### config.mk
export PLATFORM = sky130hd
export DESIGN_NAME = cipher_reg_frontend
export DESIGN_NICKNAME = d
export VERILOG_FILES = /design/src/rtl/cfe_pkg.sv /design/src/rtl/cfe_srst_seq.sv /design/src/rtl/cfe_cfg_regs.sv /design/src/rtl/cfe_block_path.sv /design/src/rtl/cipher_reg_frontend.sv
export SDC_FILE = /design/constraint.sdc
export NUM_CORES = 2
export LEC_CHECK = 0
export BUFFER_PORTS_ARGS = -buffer_cell sky130_fd_sc_hd__buf_2
export CAP_MARGIN = 0
export CORE_ASPECT_RATIO = 1.25
export CORE_MARGIN = 10
export CORE_UTILIZATION = 53
export CTS_CLUSTER_SIZE = 20
export DETAILED_ROUTE_END_ITERATION = 16
export PLACE_DENSITY = 0.79
export REMOVE_ABC_BUFFERS = 1
export SYNTH_ARGS = -nofsm -noshare
export SYNTH_HDL_FRONTEND = slang
export SYNTH_SLANG_ARGS = --single-unit
### constraint.sdc
create_clock -name clk_i -period 3.85 [get_ports clk_i]
set_input_delay 0.5775 -clock clk_i [delete_from_list [all_inputs] [get_ports clk_i]]
set_output_delay 0.5775 -clock clk_i [all_outputs]
set_load 0.05 [all_outputs]
### src/rtl/cfe_pkg.sv
package cfe_pkg;
  localparam logic [7:0] ADDR_IV0   = 8'h20;
  localparam logic [7:0] ADDR_MODE  = 8'h30;
  localparam logic [7:0] ADDR_DATA0 = 8'h34;
  localparam logic [7:0] ADDR_REV   = 8'h44;
  localparam logic [7:0] ADDR_MASK  = 8'h48;
  localparam logic [7:0] ADDR_STAT  = 8'h4C;

  // field order equals register bits 7:2
  typedef struct packed {
    logic       cnt_width;
    logic       cnt_mode;
    logic       cbc;
    logic [1:0] key_size;
    logic       encrypt;
  } mode_t;

  typedef struct packed {
    logic idle_req;
    logic start;
    logic dma_out_en;
    logic dma_in_en;
    logic auto_idle;
  } mask_t;
endpackage

### src/rtl/cfe_srst_seq.sv
module cfe_srst_seq #(
  parameter int unsigned SRST_CYCLES = 8
) (
  input  logic clk_i,
  input  logic rst_ni,
  input  logic fire_i,
  output logic active_o
);
  localparam int unsigned CNT_W = $clog2(SRST_CYCLES + 1);
  logic [CNT_W-1:0] cnt_q;

  always_ff @(posedge clk_i or negedge rst_ni) begin
    if (!rst_ni)                          cnt_q <= '0;
    else if (fire_i && cnt_q == '0)       cnt_q <= CNT_W'(SRST_CYCLES);
    else if (cnt_q != '0)                 cnt_q <= cnt_q - CNT_W'(1);
  end

  assign active_o = (cnt_q != '0);
endmodule

### src/rtl/cfe_cfg_regs.sv
module cfe_cfg_regs import cfe_pkg::*; #(
  parameter int unsigned KEY_WORDS = 8,
  parameter int unsigned WORD_W    = 32
) (
  input  logic                          clk_i,
  input  logic                          rst_ni,
  input  logic                          clr_i,
  input  logic                          wr_i,
  input  logic [7:0]                    addr_i,
  input  logic [WORD_W-1:0]             wdata_i,
  output logic [KEY_WORDS*WORD_W-1:0]   key_o,
  output mode_t                         mode_o,
  output mask_t                         mask_o
);
  for (genvar i = 0; i < KEY_WORDS; i++) begin : g_key
    // pairwise swapped, descending from 0x1C
    localparam logic [7:0] KEY_OFF = 8'(32'h1C - 4 * (i ^ 1));
    logic [WORD_W-1:0] key_q;
    always_ff @(posedge clk_i or negedge rst_ni) begin
      if (!rst_ni)                          key_q <= '0;
      else if (clr_i)                       key_q <= '0;
      else if (wr_i && addr_i == KEY_OFF)   key_q <= wdata_i;
    end
    assign key_o[i*WORD_W +: WORD_W] = key_q;
  end

  always_ff @(posedge clk_i or negedge rst_ni) begin
    if (!rst_ni) begin
      mode_o <= '0;
      mask_o <= '0;
    end else if (clr_i) begin
      mode_o <= '0;
      mask_o <= '0;
    end else if (wr_i) begin
      if (addr_i == ADDR_MODE) mode_o <= mode_t'(wdata_i[7:2]);
      if (addr_i == ADDR_MASK)
        mask_o <= '{idle_req: wdata_i[6], start: wdata_i[5], dma_out_en: wdata_i[3],
                    dma_in_en: wdata_i[2], auto_idle: wdata_i[0]};
    end
  end
endmodule

### src/rtl/cfe_block_path.sv
module cfe_block_path #(
  parameter int unsigned WORD_W    = 32,
  parameter int unsigned BLK_WORDS = 4
) (
  input  logic                            clk_i,
  input  logic                            rst_ni,
  input  logic                            clr_i,
  input  logic                            data_wr_i,
  input  logic                            data_rd_i,
  input  logic                            iv_wr_i,
  input  logic [$clog2(BLK_WORDS)-1:0]    data_idx_i,
  input  logic [$clog2(BLK_WORDS)-1:0]    iv_idx_i,
  input  logic [WORD_W-1:0]               wdata_i,
  input  logic                            cbc_i,
  input  logic                            encrypt_i,
  output logic [WORD_W-1:0]               iv_word_o,
  output logic [WORD_W-1:0]               out_word_o,
  output logic                            in_ready_o,
  output logic                            out_ready_o,
  output logic                            core_start_o,
  output logic [BLK_WORDS*WORD_W-1:0]     core_block_o,
  input  logic                            core_done_i,
  input  logic [BLK_WORDS*WORD_W-1:0]     core_result_i
);
  localparam int unsigned CNT_W = $clog2(BLK_WORDS + 1);
  localparam int unsigned IDX_W = $clog2(BLK_WORDS);
  localparam int unsigned BLK_W = BLK_WORDS * WORD_W;

  logic [BLK_WORDS-1:0][WORD_W-1:0] in_q, iv_q, out_q;
  logic [BLK_W-1:0] held_q, blk_q;
  logic [CNT_W-1:0] in_cnt_q;
  logic [IDX_W-1:0] rd_cnt_q;
  logic busy_q, out_rdy_q, start_q, m_cbc_q, m_enc_q;
  logic in_full, launch, finish;

  assign in_full = (in_cnt_q == CNT_W'(BLK_WORDS));
  assign launch  = in_full && !busy_q && !out_rdy_q;
  assign finish  = busy_q && core_done_i;

  always_ff @(posedge clk_i or negedge rst_ni) begin
    if (!rst_ni) begin
      in_q <= '0; iv_q <= '0; out_q <= '0; held_q <= '0; blk_q <= '0;
      in_cnt_q <= '0; rd_cnt_q <= '0; busy_q <= 1'b0; out_rdy_q <= 1'b0;
      start_q <= 1'b0; m_cbc_q <= 1'b0; m_enc_q <= 1'b0;
    end else if (clr_i) begin
      in_q <= '0; iv_q <= '0; out_q <= '0; held_q <= '0; blk_q <= '0;
      in_cnt_q <= '0; rd_cnt_q <= '0; busy_q <= 1'b0; out_rdy_q <= 1'b0;
      start_q <= 1'b0; m_cbc_q <= 1'b0; m_enc_q <= 1'b0;
    end else begin
      start_q <= 1'b0;
      if (data_wr_i && !in_full) begin
        in_q[data_idx_i] <= wdata_i;
        in_cnt_q         <= in_cnt_q + CNT_W'(1);
      end
      if (iv_wr_i) iv_q[iv_idx_i] <= wdata_i;
      if (launch) begin
        start_q  <= 1'b1;
        blk_q    <= (cbc_i && encrypt_i) ? (in_q ^ iv_q) : in_q;
        held_q   <= in_q;
        busy_q   <= 1'b1;
        m_cbc_q  <= cbc_i;
        m_enc_q  <= encrypt_i;
        in_cnt_q <= '0;
      end
      // chaining update overrides a same-cycle bus write to the vector
      if (finish) begin
        busy_q    <= 1'b0;
        out_rdy_q <= 1'b1;
        rd_cnt_q  <= '0;
        if (m_cbc_q && m_enc_q) begin
          out_q <= core_result_i;
          iv_q  <= core_result_i;
        end else if (m_cbc_q) begin
          out_q <= core_result_i ^ iv_q;
          iv_q  <= held_q;
        end else begin
          out_q <= core_result_i;
        end
      end
      if (data_rd_i && out_rdy_q) begin
        if (rd_cnt_q == IDX_W'(BLK_WORDS - 1)) begin
          out_rdy_q <= 1'b0;
          rd_cnt_q  <= '0;
        end else begin
          rd_cnt_q <= rd_cnt_q + IDX_W'(1);
        end
      end
    end
  end

  assign iv_word_o    = iv_q[iv_idx_i];
  assign out_word_o   = out_q[data_idx_i];
  assign in_ready_o   = !in_full;
  assign out_ready_o  = out_rdy_q;
  assign core_start_o = start_q;
  assign core_block_o = blk_q;
endmodule

### src/rtl/cipher_reg_frontend.sv
module cipher_reg_frontend import cfe_pkg::*; #(
  parameter int unsigned KEY_WORDS   = 8,
  parameter int unsigned BLK_WORDS   = 4,
  parameter int unsigned SRST_CYCLES = 8,
  parameter logic [3:0]  REV_MAJOR   = 4'd3,
  parameter logic [3:0]  REV_MINOR   = 4'd1
) (
  input  logic         clk_i,
  input  logic         rst_ni,
  input  logic         bus_req_i,
  input  logic         bus_we_i,
  input  logic [7:0]   bus_addr_i,
  input  logic [31:0]  bus_wdata_i,
  output logic [31:0]  bus_rdata_o,
  output logic         core_start_o,
  output logic [127:0] core_block_o,
  output logic [255:0] core_key_o,
  output logic [1:0]   core_keysize_o,
  output logic         core_encrypt_o,
  input  logic         core_done_i,
  input  logic [127:0] core_result_i,
  output logic         dma_in_req_o,
  output logic         dma_out_req_o
);
  localparam int unsigned WORD_W = 32;
  localparam int unsigned IDX_W  = $clog2(BLK_WORDS);
  localparam int unsigned SPAN   = 4 * BLK_WORDS;

  logic srst_active, srst_fire, clr, wr_en, rd_en;
  logic iv_hit, data_hit, in_ready, out_ready;
  logic [7:0] data_off, iv_off;
  logic [IDX_W-1:0] data_idx, iv_idx;
  logic [WORD_W-1:0] iv_word, out_word;
  logic [KEY_WORDS*WORD_W-1:0] key_flat;
  mode_t mode;
  mask_t mask;

  assign wr_en     = bus_req_i && bus_we_i && !srst_active;
  assign rd_en     = bus_req_i && !bus_we_i && !srst_active;
  assign srst_fire = wr_en && bus_addr_i == ADDR_MASK && bus_wdata_i[1];
  assign clr       = srst_fire || srst_active;

  assign data_off = bus_addr_i - ADDR_DATA0;
  assign iv_off   = bus_addr_i - ADDR_IV0;
  assign data_hit = (bus_addr_i >= ADDR_DATA0) && (data_off < 8'(SPAN));
  assign iv_hit   = (bus_addr_i >= ADDR_IV0) && (iv_off < 8'(SPAN));
  assign data_idx = data_off[IDX_W+1:2];
  assign iv_idx   = iv_off[IDX_W+1:2];

  cfe_srst_seq #(.SRST_CYCLES(SRST_CYCLES)) u_srst (
    .clk_i    (clk_i),
    .rst_ni   (rst_ni),
    .fire_i   (srst_fire),
    .active_o (srst_active)
  );

  cfe_cfg_regs #(.KEY_WORDS(KEY_WORDS), .WORD_W(WORD_W)) u_cfg (
    .clk_i   (clk_i),
    .rst_ni  (rst_ni),
    .clr_i   (clr),
    .wr_i    (wr_en),
    .addr_i  (bus_addr_i),
    .wdata_i (bus_wdata_i),
    .key_o   (key_flat),
    .mode_o  (mode),
    .mask_o  (mask)
  );

  cfe_block_path #(.WORD_W(WORD_W), .BLK_WORDS(BLK_WORDS)) u_blk (
    .clk_i         (clk_i),
    .rst_ni        (rst_ni),
    .clr_i         (clr),
    .data_wr_i     (wr_en && data_hit),
    .data_rd_i     (rd_en && data_hit),
    .iv_wr_i       (wr_en && iv_hit),
    .data_idx_i    (data_idx),
    .iv_idx_i      (iv_idx),
    .wdata_i       (bus_wdata_i),
    .cbc_i         (mode.cbc),
    .encrypt_i     (mode.encrypt),
    .iv_word_o     (iv_word),
    .out_word_o    (out_word),
    .in_ready_o    (in_ready),
    .out_ready_o   (out_ready),
    .core_start_o  (core_start_o),
    .core_block_o  (core_block_o),
    .core_done_i   (core_done_i),
    .core_result_i (core_result_i)
  );

  always_comb begin
    bus_rdata_o = '0;
    if (iv_hit)                        bus_rdata_o = iv_word;
    else if (data_hit)                 bus_rdata_o = out_word;
    else if (bus_addr_i == ADDR_MODE)  bus_rdata_o = {24'b0, mode, in_ready, out_ready};
    else if (bus_addr_i == ADDR_REV)   bus_rdata_o = {24'b0, REV_MAJOR, REV_MINOR};
    else if (bus_addr_i == ADDR_MASK)
      bus_rdata_o = {25'b0, mask.idle_req, mask.start, 1'b0, mask.dma_out_en,
                     mask.dma_in_en, srst_active, mask.auto_idle};
    else if (bus_addr_i == ADDR_STAT)  bus_rdata_o = {31'b0, !srst_active};
  end

  assign core_key_o     = key_flat;
  assign core_keysize_o = mode.key_size;
  assign core_encrypt_o = mode.encrypt;
  assign dma_in_req_o   = mask.start && mask.dma_in_en && in_ready;
  assign dma_out_req_o  = mask.start && mask.dma_out_en && out_ready;
endmodule

======== Word-level counts from Yosys, hierarchy flattened ========
Index checks and enable logic that the tools add are counted.
word-level totals
  bits in registers ....................... 921
  input port bits ......................... 173
  logic and storage cells ................. 206
  output and inout bits ................... 422
cells by class
  reduce and logical (&&, ||, !) cells .... 62
  add/sub/neg operators ................... 5
  magnitude comparators ................... 8
  multiplexer cells ....................... 76
  bitwise operators ....................... 2
  equality and inequality tests ........... 13
operators by type and width
  kind                                                               count
  2-to-1 mux 128 bit                                                 16
  2-to-1 mux 32 bit                                                  22
  bitwise mux 128 bit                                                2
  bitwise XOR 128 bit                                                2
  binary-select mux 32 bit (select 2 bit)                            2
  demux 32 bit (select 2 bit)                                        2
  logical AND 1 bit                                                  33
  == test 8 x 5 -> 1 bit, second input constant                      4
  nonzero test 2 bit                                                 15
  == test 8 x 7 -> 1 bit, second input constant                      3
  2-to-1 mux 6 bit                                                   3
  == test 8 x 4 -> 1 bit, second input constant                      2
  greater-or-equal comparator 8 x 6 -> 1 bit, second input constant  2
  < comparator 8 x 5 -> 1 bit, second input constant                 2
  subtractor 8 x 6 -> 8 bit, second input constant                   2
  2-to-1 mux 5 bit                                                   3
  2-to-1 mux 1 bit                                                   14
  2-to-1 mux 7 bit                                                   2
  2-to-1 mux 3 bit                                                   3
  nonzero test 3 bit                                                 3
  == test 8 x 3 -> 1 bit, second input constant                      1
  == test 8 x 6 -> 1 bit, second input constant                      1
  zero test 8 bit                                                    1
  2-to-1 mux 2 bit                                                   4
  14 further kinds                                                   22

======== Longest topological paths before layout ========
  depth after elaboration ................. 11
  gate-level depth with buffers ........... 13
  depth with buffers taken out ............ 7

======== By module ========
From an unflattened synthesis, not the netlist that was laid out.
unflattened totals
  cells, all modules ...................... 4265
  area, all modules ....................... 47646.9 µm²
by module, submodules not included
  module               instances  sequential area each (µm²)  cells each  area each (µm²)
  cfe_block_path       1          16265.6                     3185        34700.8
  cfe_cfg_regs         1          6681.4                      949         11861.4
  cipher_reg_frontend  1          0.0                         108         850.8
  cfe_srst_seq         1          100.1                       23          234.0

======== Worst setup path after synthesis ========
Ideal clock, no wire load.
  path kind ............................... input -> output
  start ................................... input port bus_addr_i[2]
  end ..................................... output port bus_rdata_o[4]
  data arrival time ....................... 3.804 ns
  path buffers ............................ 2
  stages .................................. 7
  required time ........................... 3.273 ns
  setup slack ............................. -0.532 ns
  cells stage by stage .................... buf_2 -> buf_1 -> inv_1 -> ha_1 -> or4_4 -> a22o_1 -> a221oi_1
on the way
  word-level cells in the longest chain between the ends .. 5
  elaborated cells between the ends (all ways) .. 18
  classes of those cells .................. add/sub (2); order compare (4); eq/ne (2); mux (8); reduce/logical (2)
RTL lines
  item                                                                 line                                                  text
  start: declaration                                                   cipher_reg_frontend.sv:12                             input logic [7:0] bus_addr_i,
  subtractor 8 x 6 -> 8 bit or == test 8 x 7 -> 1 bit (tied branches)  cipher_reg_frontend.sv:43, cipher_reg_frontend.sv:96
  < comparator 8 x 5 -> 1 bit, or another cell as far along            cipher_reg_frontend.sv:45                             assign data_hit = (bus_addr_i >= ADDR_DATA0) && (data_off < 8'(SPAN));
  logical AND 1 bit, or another cell as far along                      cipher_reg_frontend.sv:45
  2-to-1 mux 32 bit                                                    cipher_reg_frontend.sv:94                             else if (data_hit) bus_rdata_o = out_word;
  2-to-1 mux 32 bit (*)                                                cipher_reg_frontend.sv:93                             if (iv_hit) bus_rdata_o = iv_word;
  end: declaration                                                     cipher_reg_frontend.sv:14                             output logic [31:0] bus_rdata_o,
Every way passes the cells marked *; elsewhere a longest branch is shown, timed or not. The select of a mux whose other input is x is not followed.

======== Worst setup path after layout ========
  start ................................... register u_srst.cnt_q[0]
  end ..................................... output port bus_rdata_o[0]
on the way
  word-level cells in the longest chain between the ends .. 8
RTL lines
  item                      line                        text
  start: declaration        cfe_srst_seq.sv:10          logic [CNT_W-1:0] cnt_q;
  start signal: assignment  cfe_srst_seq.sv:14          else if (fire_i && cnt_q == '0) cnt_q <= CNT_W'(SRST_CYCLES);
  start signal: assignment  cfe_srst_seq.sv:15          else if (cnt_q != '0) cnt_q <= cnt_q - CNT_W'(1);
  nonzero test 4 bit        cfe_srst_seq.sv:18          assign active_o = (cnt_q != '0);
  zero test 1 bit           cipher_reg_frontend.sv:100  else if (bus_addr_i == ADDR_STAT) bus_rdata_o = {31'b0, !srst_active};
  2-to-1 mux 1 bit          cipher_reg_frontend.sv:100
  2-to-1 mux 7 bit          cipher_reg_frontend.sv:97   else if (bus_addr_i == ADDR_MASK)
  2-to-1 mux 7 bit          cipher_reg_frontend.sv:96   else if (bus_addr_i == ADDR_REV) bus_rdata_o = {24'b0, REV_MAJOR, REV_MINOR};
  2-to-1 mux 8 bit          cipher_reg_frontend.sv:95   else if (bus_addr_i == ADDR_MODE) bus_rdata_o = {24'b0, mode, in_ready, out_ready};
  2-to-1 mux 32 bit         cipher_reg_frontend.sv:94
  2-to-1 mux 32 bit         cipher_reg_frontend.sv:93
Every way passes these cells.

==> summary.md <==
| Metric | Value |
|---|---|
| Asr flop ratio synth | 1.00 |
| Maximum VDD drop | 0.000483 V |
| Vias per cell | between 6 and 7 |
| Max-cap viol count | 0 |
| DR pass1 iterations | 5 |
| CP startpoint kind | flip-flop |
| Placer congestion estimate | approximately 0.89 |
| Worst-Skew Late Latency | roughly 0.7 ns |
| I/O pin total | between 500 and 600 |
| Post-route insts no fill | around 6,000 |
| Hold WS | around 0.2 ns |
| Nature of the critical path endpoint | output port |
| Crit Path Max Fanout | 10 |
| Post-route cell area | around 0.052 mm² |
| Mapped Area | 0.0444 mm² |
| Vias | ~38,000 |
| Sequential cell area | roughly 0.023 mm² |
| Syn Inst Count | 4,559 |
| Port bufs | 594 |
| Initial DRC count | between 3,000 and 4,000 |
| EDFF count, synth | 0 |
| Hold Violations, Final | 0 |
| Final WL | approximately 160,000 µm |
| CTS tree | done |
| Die area | 0.0959 mm² |
| First-pass GRT wire length | 232,000 µm |
| DIE WIDTH | approximately 280 µm |
| Aggregate global-route resource usage | 0.316 |
| Initial antenna violation count | 46 |
| Met2 wire length | a little over 70,000 µm |
| Synthesis-to-finish area growth | 17.2% |
| Setup-failing EPs final | 0 |
| Starting Density | 0.535 |
| CTS Root Cell | clkbuf_16 |
| Drt drc | 0 |
| Slew at the pin closest to its max-slew limit | between 1 and 1.5 ns |
| Pre-CTS WS | 0.315 ns |
| Placed Cells | 5,947 |
| Worst Hold Path Cells | 3 |
| Area of the multi-input gates | slightly below 0.02 mm² |
| Met1 wire length | 56,000 µm |
| Die Y | between 300 and 400 µm |
| Drt wl/cell | 25.3 µm |
| Reg2reg path depth | 8 |
| Status | complete, no violations |
| Standard-cell row count | ~120 |
| Commonest register cell after synthesis | dfrtp_1 |
| Placed inst area | between 0.04 and 0.05 mm² |
| CP arrival | ~3.1 ns |
| RSZ-0062 raised after global routing | no |
| Vias in the first global route | about 38,000 |
| Yosys top cell by area | dfrtp_1 |
| Worst-path cell chain | inv_1 > ha_1 > or3b_4 > nor3b_1 > o211ai_1 > a21oi_1 > a221o_1 > buf_2 |
| Yosys top cell area share | 0.519 |
| # Post-CTS Setup Buffers | 0 |
| Crit-path slowest cell | or3b_4 |
| Post-synth top cells | nand2_1, dfrtp_1, a21oi_1, nor2_1, mux2i_1 |
| Final core utilization | 0.628 |
| Crit path largest cell delay | 0.50 ns |
| Largest cells by area after synthesis | dfrtp_1, nand2_1, mux2i_1 |
| Tmin final | 3.65 ns |
| Post-route ant nets | 0 |
| DR WL met3 | roughly 15,000 µm |
| Layout cells sized above 1 | 0.220 |
| Avg Cell Area, Syn | a little under 10 µm² |
| Largest net degree at the start of global routing | 167 |
| Post-route clock period utilization | 0.948 |
| Synth warn | 0 |
| Type of the worst min-delay path | input pin to flip-flop |
| Power per cell area | 425 mW/mm² |
| Total Power | roughly 22 mW |
| Core Area | around 0.083 mm² |
| DP Wirelength | just under 100,000 µm |
| Max Slew Vio Count | 0 |
| Layout Nets | just over 5,000 |
| WP data required | ~3.3 ns |
| Clock transition at path regs | approximately 0.06 ns |
| Clock Skew | between 0.02 and 0.025 ns |
| Top sig layer | met5 |
| TritonCTS buffer count | 93 |
| # fillers | ~6,600 |
| Setup TNS Final | 0 ns |
| Final worst setup slack | about 0.20 ns |
| Worst Setup Path Type | flip-flop to output port |
| CTS Buffer Depth | 3 |
| Clk sink count | about 900 |
| Seq cells post-synth | between 900 and 1,000 |
| Top-count cell post-synth | nand2_1 |
| Sequential share of the synthesized area | 0.519 |
| Rel. slew slack | 0.225 |
| Yosys cell types | 51 |
| H-tree depth | 3 |
| Leak | 23.8 nW |
| F_max | 274 MHz |
| GRT Residual Overflow | 0 |
## layout by cell type (no fill, tap or decap), types with 5 or more instances in the layout
cell type   count
nand3_2         8
dfrtp_1       920
bufinv_16      13
a21oi_1       511
buf_4          74
a22oi_1         5
clkinv_2       15
a221o_1         6
xor2_1        257
buf_2         590
mux2_2        129
o21ai_0       144
clkinvlp_4      5
and3_2          6
and3_1          6
mux4_2         64
clkbuf_16      96
a22o_1         25
diode_2        29
a211oi_1      257
inv_1          11
nor2_1        274
clkbuf_8       17
clkbuf_1       17
mux2i_1       264
nand3_1        11
ha_1           12
buf_12         46
nand2_1      1186
## power breakdown
| part | switching (mW) | internal, mW |
|---|---|---|
| Combinational | 1.95 | 0.574 |
| Clock | 4.08 | 5.80 |
| Sequential | 0.0294 | 9.71 |
## path summary, 6_finish.rpt
| kind | startpoint | endpoint | slack [ns] |
|---|---|---|---|
| max in group asynchronous | rst_ni | u_blk.held_q[39] | 2.32 |
| setup / recovery | u_srst.cnt_q[0] | bus_rdata_o[0] | 0.20 |
| setup reg to reg | u_srst.cnt_q[0] | u_cfg.g_key[6].key_q[27] | 0.56 |
| hold reg to reg | u_cfg.g_key[4].key_q[1] | u_cfg.g_key[4].key_q[1] | 0.49 |
| hold / removal | core_done_i | u_blk.busy_q | 0.20 |
| min in group asynchronous | rst_ni | u_blk.held_q[115] | 0.44 |
## layer usage
layer  track usage  vias to the layer above
met4         0.221                       36
met3        0.0860                      584
met1         0.371                    18474
li1              -                    16301
met2         0.501                     2110
met5             0                        -
## flip-flops by register name, summed over array words and instances, names as in the netlist
name,count
u_blk.out_ready_o,1
u_blk.in_q,128
u_blk.rd_cnt_q,2
u_srst.cnt_q,4
u_blk.iv_q,128
u_blk.held_q,128
u_blk.core_start_o,1
u_blk.core_block_o,128
u_cfg.mode_o,6
u_blk.m_enc_q,1
u_blk.in_cnt_q,3
u_blk.out_q,128
u_cfg.g_key.key_q,256
u_cfg.mask_o,5
u_blk.busy_q,1
u_blk.m_cbc_q,1
## cell families (layout without fill, tap and decap cells)
kind of cell | count (synthesis) | in the layout | synth area share
muxes | 457 | 457 | 0.125
and+or+nand+nor | 1533 | 1533 | 0.134
xor gates and xnor gates | 260 | 260 | 0.0513
adders and majority gates | 13 | 13 | 0.00366
AOI/OAI and AO/OA | 960 | 960 | 0.127
DFF | 921 | 921 | 0.519
buffers and inverters | 415 | 898 | 0.0402
other | 0 | 29 | 0
## timing repair
item                                    CTS  global route
endpoints found under the hold margin    42             0
hold buffers                              1             0
resized for setup                         0             1
endpoints found under the setup margin    0             1
## final cells by class
cell class                 instances  area share
tap                             1080      0.0259
antenna                           29     0.00139
timing repair buffer             713      0.0857
clock inverter                    44      0.0117
clock buffer                     130      0.0518
multi-input combinational       3223       0.380
sequential                       921       0.443
inverter                          11    0.000793
## worst max-delay path, delay by kind of cell (launching register included)
kind | cells | cell delay (ns)
simple gates | 2 | 0.75
compound gates | 3 | 0.66
buf+inv | 2 | 0.42
flops | 1 | 0.37
fa+ha+maj | 1 | 0.20
Note: power is estimated with default switching activity, not from simulation.
